===== src/rtl/irqenc_pkg.sv =====
package irqenc_pkg;
  localparam int NUM_SRC = 5;
  localparam logic [3:0] CODE_NONE = 4'h1;

  typedef struct packed {
    logic txPending;
    logic flagChanged;
  } ctlStrobes_t;

  function automatic logic [3:0] srcCode(input int idx);
    case (idx)
      0: srcCode = 4'h6;
      1: srcCode = 4'hC;
      2: srcCode = 4'h4;
      3: srcCode = 4'h2;
      default: srcCode = 4'h0;
    endcase
  endfunction
endpackage


===== src/rtl/uart_irq_ctl.sv =====
module uart_irq_ctl
  import irqenc_pkg::*;
(
  input  logic        clk,
  input  logic        rstN,
  input  logic        holdEmpty,
  input  logic        idRead,
  input  logic        holdWrite,
  input  logic        enableWrite,
  output ctlStrobes_t ctl
);
  logic txPend, txPendNext, clearReq, armReq;

  assign clearReq = idRead | holdWrite;
  assign armReq   = enableWrite & holdEmpty;

  always_comb begin
    txPendNext = txPend;
    if (clearReq)    txPendNext = 1'b0;
    else if (armReq) txPendNext = 1'b1;
  end

  always_ff @(posedge clk or negedge rstN) begin
    if (!rstN) txPend <= 1'b0;
    else       txPend <= txPendNext;
  end

  assign ctl.txPending   = txPend;
  assign ctl.flagChanged = txPendNext ^ txPend;

  // either clear strobe empties the flag on the next edge
  p_clear_flag_r6: assert property (@(posedge clk) disable iff (!rstN)
    (idRead || holdWrite) |=> !txPend);
  // enable write with holding-empty arms the flag if no clear
  p_arm_flag_r7: assert property (@(posedge clk) disable iff (!rstN)
    (enableWrite && holdEmpty && !idRead && !holdWrite) |=> txPend);
  // without an arm request the flag never rises
  p_no_spurious_arm_r7: assert property (@(posedge clk) disable iff (!rstN)
    !(enableWrite && holdEmpty) |=> !$rose(txPend));
endmodule


===== src/rtl/uart_irq_dp.sv =====
module uart_irq_dp
  import irqenc_pkg::*;
#(
  parameter int CNT_W = 5
) (
  input  logic             clk,
  input  logic             rstN,
  input  logic [3:0]       enableMask,
  input  logic [3:0]       lineErr,
  input  logic             dataReady,
  input  logic             fifoOn,
  input  logic [CNT_W-1:0] rxCount,
  input  logic [CNT_W-1:0] rxTrigger,
  input  logic             timeoutPend,
  input  logic [3:0]       modemDelta,
  input  ctlStrobes_t      ctl,
  output logic [7:0]       idByte,
  output logic             irqOut
);
  logic [NUM_SRC-1:0] claim, fire, grant;
  logic [3:0] nextCode, codeReg;
  logic [1:0] fifoBits;
  logic       atTrigger;

  assign atTrigger = !fifoOn || (rxCount >= rxTrigger);

  // claim: source takes the priority slot; fire: it reports its code
  assign claim[0] = enableMask[2] & (|lineErr);
  assign claim[1] = enableMask[0] & timeoutPend;
  assign claim[2] = enableMask[0] & dataReady;
  assign claim[3] = enableMask[1] & ctl.txPending;
  assign claim[4] = enableMask[3] & (|modemDelta);

  assign fire = {claim[4], claim[3], claim[2] & atTrigger, claim[1], claim[0]};

  always_comb begin
    grant = '0;
    for (int i = NUM_SRC - 1; i >= 0; i--) begin
      if (claim[i]) grant = NUM_SRC'(1) << i;
    end
  end

  always_comb begin
    nextCode = CODE_NONE;
    for (int i = 0; i < NUM_SRC; i++) begin
      if (grant[i] && fire[i]) nextCode = srcCode(i);
    end
  end

  always_ff @(posedge clk or negedge rstN) begin
    if (!rstN) begin
      codeReg  <= CODE_NONE;
      fifoBits <= 2'b00;
      irqOut   <= 1'b0;
    end else begin
      codeReg  <= nextCode;
      fifoBits <= {2{fifoOn}};
      irqOut   <= (nextCode != CODE_NONE);
    end
  end

  assign idByte = {fifoBits, 2'b00, codeReg};

  // at most one source granted
  p_single_grant_r1: assert property (@(posedge clk) disable iff (!rstN)
    $onehot0(grant));
  // interrupt line agrees with the registered code
  p_irq_code_r9: assert property (@(posedge clk) disable iff (!rstN)
    irqOut == (idByte[3:0] != CODE_NONE));
  // a qualified line error is always what is reported next
  p_line_err_wins_r3: assert property (@(posedge clk) disable iff (!rstN)
    (enableMask[2] && (|lineErr)) |=> (idByte[3:0] == 4'h6));
  // mode bits follow the FIFO enable one edge later
  p_fifo_bits_r8: assert property (@(posedge clk) disable iff (!rstN)
    fifoOn |=> (idByte[7:6] == 2'b11));
endmodule


===== src/rtl/uart_irq_encoder.sv =====
module uart_irq_encoder
  import irqenc_pkg::*;
#(
  parameter int CNT_W = 5
) (
  input  logic             clk,
  input  logic             rstN,
  input  logic [3:0]       enableMask,
  input  logic [3:0]       lineErr,
  input  logic             dataReady,
  input  logic             holdEmpty,
  input  logic             fifoOn,
  input  logic [CNT_W-1:0] rxCount,
  input  logic [CNT_W-1:0] rxTrigger,
  input  logic             timeoutPend,
  input  logic [3:0]       modemDelta,
  input  logic             idRead,
  input  logic             holdWrite,
  input  logic             enableWrite,
  output logic [7:0]       idByte,
  output logic             irqOut
);
  ctlStrobes_t ctl;

  uart_irq_ctl uCtl (
    .clk(clk), .rstN(rstN), .holdEmpty(holdEmpty), .idRead(idRead),
    .holdWrite(holdWrite), .enableWrite(enableWrite), .ctl(ctl)
  );

  uart_irq_dp #(.CNT_W(CNT_W)) uDp (
    .clk(clk), .rstN(rstN), .enableMask(enableMask), .lineErr(lineErr),
    .dataReady(dataReady), .fifoOn(fifoOn), .rxCount(rxCount),
    .rxTrigger(rxTrigger), .timeoutPend(timeoutPend),
    .modemDelta(modemDelta), .ctl(ctl), .idByte(idByte), .irqOut(irqOut)
  );
endmodule


===== config.mk =====
export PLATFORM = sky130hd
export DESIGN_NAME = uart_irq_encoder
export DESIGN_NICKNAME = d
export VERILOG_FILES = /design/src/rtl/irqenc_pkg.sv /design/src/rtl/uart_irq_ctl.sv /design/src/rtl/uart_irq_dp.sv /design/src/rtl/uart_irq_encoder.sv
export SDC_FILE = /design/constraint.sdc
export NUM_CORES = 1
export LEC_CHECK = 0
export CAP_MARGIN = 30
export CORE_MARGIN = 2
export CORE_UTILIZATION = 30
export DETAILED_ROUTE_END_ITERATION = 16
export HOLD_SLACK_MARGIN = 0.08
export PLACE_DENSITY = 0.87
export SYNTH_ARGS = -nofsm -noshare
export SYNTH_HDL_FRONTEND = slang
export SYNTH_HIERARCHICAL = 1
export SYNTH_SLANG_ARGS = --single-unit

===== constraint.sdc =====
create_clock -name clk -period 1.2 [get_ports clk]
set_clock_uncertainty 0.1 [all_clocks]
set_input_delay 0.18 -clock clk [delete_from_list [all_inputs] [get_ports clk]]
set_output_delay 0.18 -clock clk [all_outputs]
set_load 0.005 [all_outputs]

==> metrics.cfg, run 1 <==
[run_status]
violations = setup timing
status = finished with violations

[floorplanning]
ioPinCount = 40
die_h_um = 42.2
dieWidth_um = 42.2
rows = 13
placeableCoreArea_um2 = 1330
die_area_um2 = 1780
initial_utilization_pct = 32.8

[worst_setup_path]
crit_path_start_kind = primary input
path_class = primary input to flip-flop
critPathArrivalTime_ns = 1.30
max_stage_delay_ns = 0.45
critPathSlowestCell = clkdlybuf4s50_1
path_cells = clkdlybuf4s50_1 -> o41ai_2 -> a22o_1 -> and4_1
required_ns = 1.29
end_kind = flip-flop
cp_max_fo = 2

[timing]
hold_ws_ns = 0.0849
hold_violations = 0
period_minus_slack_ns = 1.21
max_freq_ghz = 0.827
layout_setup_ws_ns = -0.00924
fin_crit_sh_pct = 101
slew_viol_final = 0
setup_viol = 2

[clocking]
cts_root_buf = clkbuf_4
clk_path_buf_depth = 2
htreeDepth = 1
cts_tree = yes
cts_sinks = 7
insertion_delay_ns = 0.25
clkTransAtPathRegs_ns = 0.06
cts_hold_buf = 0
cts-buffers-inserted = 3

[logic_synthesis]
synthCells = 43
synth_area_um2 = 438
avgSynthCellArea_um2 = 10.2
yosys_warnings = 6

[worst_hold_path]
holdCritPathClass = primary input to asynchronous set/reset pin

[routing]
drt_iter0_markers = 6
dr_total_vias = 490
routed_via_density = 5.05
ant_nets = 0
post_drt_wl_per_cell_um = 15.3
totalWireLength_um = 1480
dr.pass1.iters = 4
drcViolationCount = 0

[cells_and_area]
ff_latch_area_um2 = 176
final_common_cell = dlygate4sd2_1
mostFrequentLayoutCells = 18 x dlygate4sd2_1, 12 x clkdlybuf4s50_1, 6 x dfrtp_1
final_layout_size_suffix_gt1_share_pct = 20.7
multi_input_area_um2 = 278
synthToLayoutAreaGrowth_pct = 99.4
fill_cells = 113
fin_nets = 119
layout.cells.non_filler = 97
diodes = 0

[place]
io_buffers = 37
gp_congestion = 0.750
dpl.hpwl_um = 1100
place_inst = 92

[global_routing]
grt_max_degree = 8
antenna_found_initial = 0
grt_use_total_pct = 17.4
grt_first_pass_wirelength_um = 2330
grt-ovfl-total = 0
grt_pass1_vias = 510

[pwr]
p_leak_nw = 0.412
ir_drop_uv = 311
p_per_area_nw_per_um2 = 781

[run]
drv_cap = 0

[worst paths after layout]
path	from	slack, ns	cells after the start	endpoint
max	modemDelta[3]	-0.009	4	uDp/codeReg[0]$_DFF_PN1_
min	rstN	0.08	1	uDp/codeReg[3]$_DFF_PN0_
max reg2reg	uCtl/txPend$_DFF_PN0_	0.22	3	uDp/codeReg[0]$_DFF_PN1_
min reg2reg	uCtl/txPend$_DFF_PN0_	0.50	1	uDp/codeReg[1]$_DFF_PN0_
max in group asynchronous	rstN	0.63	1	uDp/codeReg[0]$_DFF_PN1_
min in group clk	dataReady	0.27	3	uDp/irqOut$_DFF_PN0_
[metal layers]
| layer | wire, um | share of wire [%] | track usage (%) | vias up |
|---|---|---|---|---|
| met2 | 803 | 54 | 32.0 | 29 |
| met3 | 100 | 6.8 | 2.16 | 6 |
| met1 | 524 | 35 | 17.6 | 229 |
| met5 | 0 | 0 | 0 | - |
| met4 | 52 | 3.5 | 12.5 | 0 |
| li1 | - | - | - | 226 |
[stage by stage]
| stage | util, % | setup TNS (ns) | area [um2] | setup slack, ns | total power [mW] |
|---|---|---|---|---|---|
| 5_1_grt | 65.5 | -0.0241 | 873 | -0.0195 | 0.724 |
| 3_3_place_gp | 60.0 | -1.84 | 801 | -0.447 | 0.458 |
| 6_report | 65.5 | -0.0102 | 873 | -0.00924 | 0.682 |
| 2_1_floorplan | - | 0 | 442 | 0.0437 | 0.324 |
| 3_5_place_dp | 60.0 | -1.96 | 801 | -0.480 | 0.467 |
| 4_1_cts | 63.8 | 0 | 851 | 0.00694 | 0.675 |
[power breakdown]
part	switching, mW	leakage (nW)	internal [mW]
sequential	0.00482	0.0816	0.253
clock	0.0873	0.0150	0.127
combinational	0.0811	0.316	0.129
total	0.173	0.412	0.509
[registers in the layout, summed over array words and instances (netlist names)]
register      count
uCtl/txPend       1
uDp/codeReg       4
uDp/fifoBits      1
uDp/irqOut        1
[layout make-up]
class	instances	area share, %
Timing Repair Buffer	38	40.7
Multi-Input combinational cell	28	31.8
Tap cell	15	2.15
Sequential cell	7	20.2
Clock buffer	4	3.01
Inverter	5	2.15
[critical path, delay by kind of cell]
kind            cells  cell delay [ns]
compound gates      2             0.50
buf+inv             1             0.45
simple gates        1             0.17
[repair_timing]
| action | CTS | global route |
|---|---|---|
| gates resized for setup | 35 | 7 |
| buffers inserted | 0 | 1 |
| endpoints found under the setup margin | 11 | 4 |
| pin swaps | 11 | 8 |
Note: power is estimated with default switching activity, not from simulation.
==> run 2, diff against run 1 <==
Settings changed: REMOVE_ABC_BUFFERS set to 1.
==> metrics.cfg, run 2 (synthesized netlist as in run 1, its figures left out) <==
[run_status]
status = finished clean

[cells_and_area]
design_area_um2 = 883  ; +1.1%
ff_latch_area_um2 = 176  ; unchanged
fill_cells = 129  ; +14%
fin_nets = 122  ; +2.5%
diodes = 0  ; unchanged
multi_input_area_um2 = 265  ; -4.5%
top_register = uDp/codeReg
final_common_cell = dlygate4sd2_1
post-route-util_pct = 66.2  ; +0.75 points
mostFrequentLayoutCells = 20 x dlygate4sd2_1, 12 x clkdlybuf4s50_1, 6 x dfrtp_1
synthToLayoutAreaGrowth_pct = 102
largest_reg_flops = 4  ; unchanged
final_layout_size_suffix_gt1_share_pct = 22.4  ; +1.6 points

[worst_setup_path]
required_ns = 1.27  ; -0.02 ns
path_class = primary input to flip-flop
reg2reg_slack_ns = 0.22  ; about the same
path_cells = dlygate4sd2_1 -> ha_1 -> nand2b_4 -> nand3_2 -> a21o_1 -> and4_1
end_kind = flip-flop
reg2regPathDepth = 3  ; unchanged
cp_max_fo = 3  ; +1
critPathArrivalTime_ns = 1.23  ; -0.07 ns
crit_path_start_kind = primary input
reg2reg_from = uCtl/txPend$_DFF_PN0_
endpoint = uDp/codeReg[0]$_DFF_PN1_
max_stage_delay_ns = 0.27  ; -0.18 ns
cp.buffers_inverters = 1  ; unchanged
crit_start = rxTrigger[0]
rr_endpoint = uDp/codeReg[0]$_DFF_PN1_
critical_path_depth = 6  ; +2
path_delay_family = simple AND/OR/NAND/NOR gates
critPathSlowestCell = ha_1

[routing]
top_layer = met4
drcViolationCount = 0  ; unchanged
routed_via_density = 4.82  ; -4.6%
drt_iter0_markers = 2  ; -4
dr_total_vias = 482  ; -1.6%
ant_nets = 0  ; unchanged
met1_length_um = 415  ; -21%
route.met3.wl_um = 89  ; -11%
dr.pass1.iters = 4  ; unchanged
totalWireLength_um = 1180  ; -20%
post_drt_wl_per_cell_um = 11.8  ; -23%
wl_met2_um = 638  ; -21%

[timing]
period_minus_slack_ns = 1.16  ; -0.0513 ns
fin_crit_sh_pct = 96.5  ; -4.3 points
max_freq_ghz = 0.864  ; +4.4%
slew_viol_final = 0  ; unchanged
layout_setup_ws_ns = 0.0421  ; +0.0513 ns
fin_setup_tns_ns = 0  ; +0.0102 ns
setup_viol = 0  ; -2
hold_violations = 0  ; unchanged
rsz0062_at_grt = false

[pwr]
ir_drop_uv = 301  ; -3.5%
p_leak_nw = 0.436  ; +5.9%
p_per_area_nw_per_um2 = 754  ; -3.4%
pwr-share-clk_pct = 30.3  ; -1.1 points
seq_power_share_pct = 38.6  ; +0.8 points
power_switching_share_pct = 23.2  ; -2.2 points
power_mw = 0.666  ; -2.3%
power_switching_mw = 0.154  ; -11%
comb_power_share_pct = 31.1  ; +0.3 points
internal_power_mw = 0.511  ; +0.57%

[clocking]
cts_tree = yes
clk_path_buf_depth = 2  ; unchanged
cts_root_buf = clkbuf_4
htreeDepth = 1  ; unchanged
cts_sinks = 7  ; unchanged
cts-buffers-inserted = 3  ; unchanged
clkTransAtPathRegs_ns = 0.05  ; about the same
insertion_delay_ns = 0.24  ; about the same

[floorplanning]
die_h_um = 42.2  ; unchanged
ioPinCount = 40  ; unchanged
initial_utilization_pct = 32.8  ; unchanged
rows = 13  ; unchanged
die_area_um2 = 1780  ; unchanged
dieWidth_um = 42.2  ; unchanged
placeableCoreArea_um2 = 1330  ; unchanged

[global_routing]
grt_use_total_pct = 14.9  ; -2.5 points
grt_pass1_vias = 486  ; -4.7%
antenna_found_initial = 0  ; unchanged
grt_max_degree = 8  ; unchanged
grt_first_pass_wirelength_um = 1970  ; -15%
grt-ovfl-total = 0  ; unchanged

[place]
io_buffers = 37  ; unchanged
dpl_cell_area_um2 = 823  ; +2.8%
pre_cts_ws_ns = -0.550  ; -0.0702 ns
gp_congestion = 0.684  ; -8.8%
dpl.hpwl_um = 948  ; -14%

[run]
drv_cap = 0  ; unchanged

[worst_hold_path]
holdCritPathClass = primary input to asynchronous set/reset pin

## run 2: cell types whose count changed in the layout (fill, tap and decap cells not counted)
| cell | before | now |
|---|---|---|
| ha_4 | 3 | 2 |
| buf_4 | 1 | 4 |
| dlygate4sd2_1 | 18 | 20 |
| dlymetal6s2s_1 | 2 | 3 |
| clkdlybuf4s15_1 | 4 | 1 |
| ha_1 | 2 | 3 |
## run 2: timing repair
| item | in CTS | in global routing |
|---|---|---|
| hold buffers | 0 | 0 |
| pin swaps | 12 | 4 |
| hold endpoints to repair | 0 | 0 |
| endpoints found under the setup margin | 11 | 2 |
| setup buffers | 0 | 1 |
| resized for setup | 33 | 4 |
## run 2: cell type report
class | instances | area share (%)
repair buffers | 41 | 42.8
multi-input cells | 28 | 30.0
flip-flops and latches | 7 | 20.0
clock buffers | 4 | 2.97
inverters | 5 | 2.12
well taps | 15 | 2.12
## run 2: worst min-delay path by stage
stage                                     end  from  cells after the start  slack (ns)
floorplan               uCtl/txPend$_DFF_PN0_  rstN                      0       -0.22
global route         uDp/codeReg[2]$_DFF_PN0_  rstN                      1        0.09
finish               uDp/codeReg[1]$_DFF_PN0_  rstN                      1        0.09
global placement     uDp/codeReg[3]$_DFF_PN0_  rstN                      1        0.34
CTS                 uDp/fifoBits[0]$_DFF_PN0_  rstN                      1         0.1
detailed placement   uDp/codeReg[1]$_DFF_PN0_  rstN                      1        0.35
## run 2: through the flow
step / hold WS (ns) / std cells
6_report: 0.0852 / 100
5_1_grt: 0.0878 / 100
4_1_cts: 0.0975 / 99
3_5_place_dp: 0.354 / 95
3_3_place_gp: 0.343 / 95
2_1_floorplan: -0.216 / 40
## run 2: worst register-to-register path: cells and delay by family (launching register included)
family          cells  cell delay, ns
simple gates        2            0.25
flops               1            0.37
compound gates      1            0.19
## run 2: power groups by stage
stage / sequential (mW) / clock, mW / combinational [mW]
after global placement: 0.261 / 0 / 0.202
after CTS: 0.257 / 0.212 / 0.204
after global routing: 0.259 / 0.238 / 0.229
after detailed placement: 0.262 / 0 / 0.209
final: 0.257 / 0.202 / 0.207
after floorplan: 0.264 / 0 / 0.0518
## run 2: per-layer routing
layer / vias to the layer above / track usage, %
met5: - / 0
met4: 0 / 12.5
met3: 5 / 1.72
met2: 30 / 26.2
met1: 211 / 15.5
li1: 236 / -
==> run 3, diff against run 2 <==
Settings changed: MAX_ROUTING_LAYER set to met4.
==> results of run 3 <==
Final layout, timing and power as in run 2 (identical DEF).
Main changes from that run: final weighted congestion in routability-driven placement 0.684 -> 0.691; overall routing resource usage 14.9% -> 15.3%
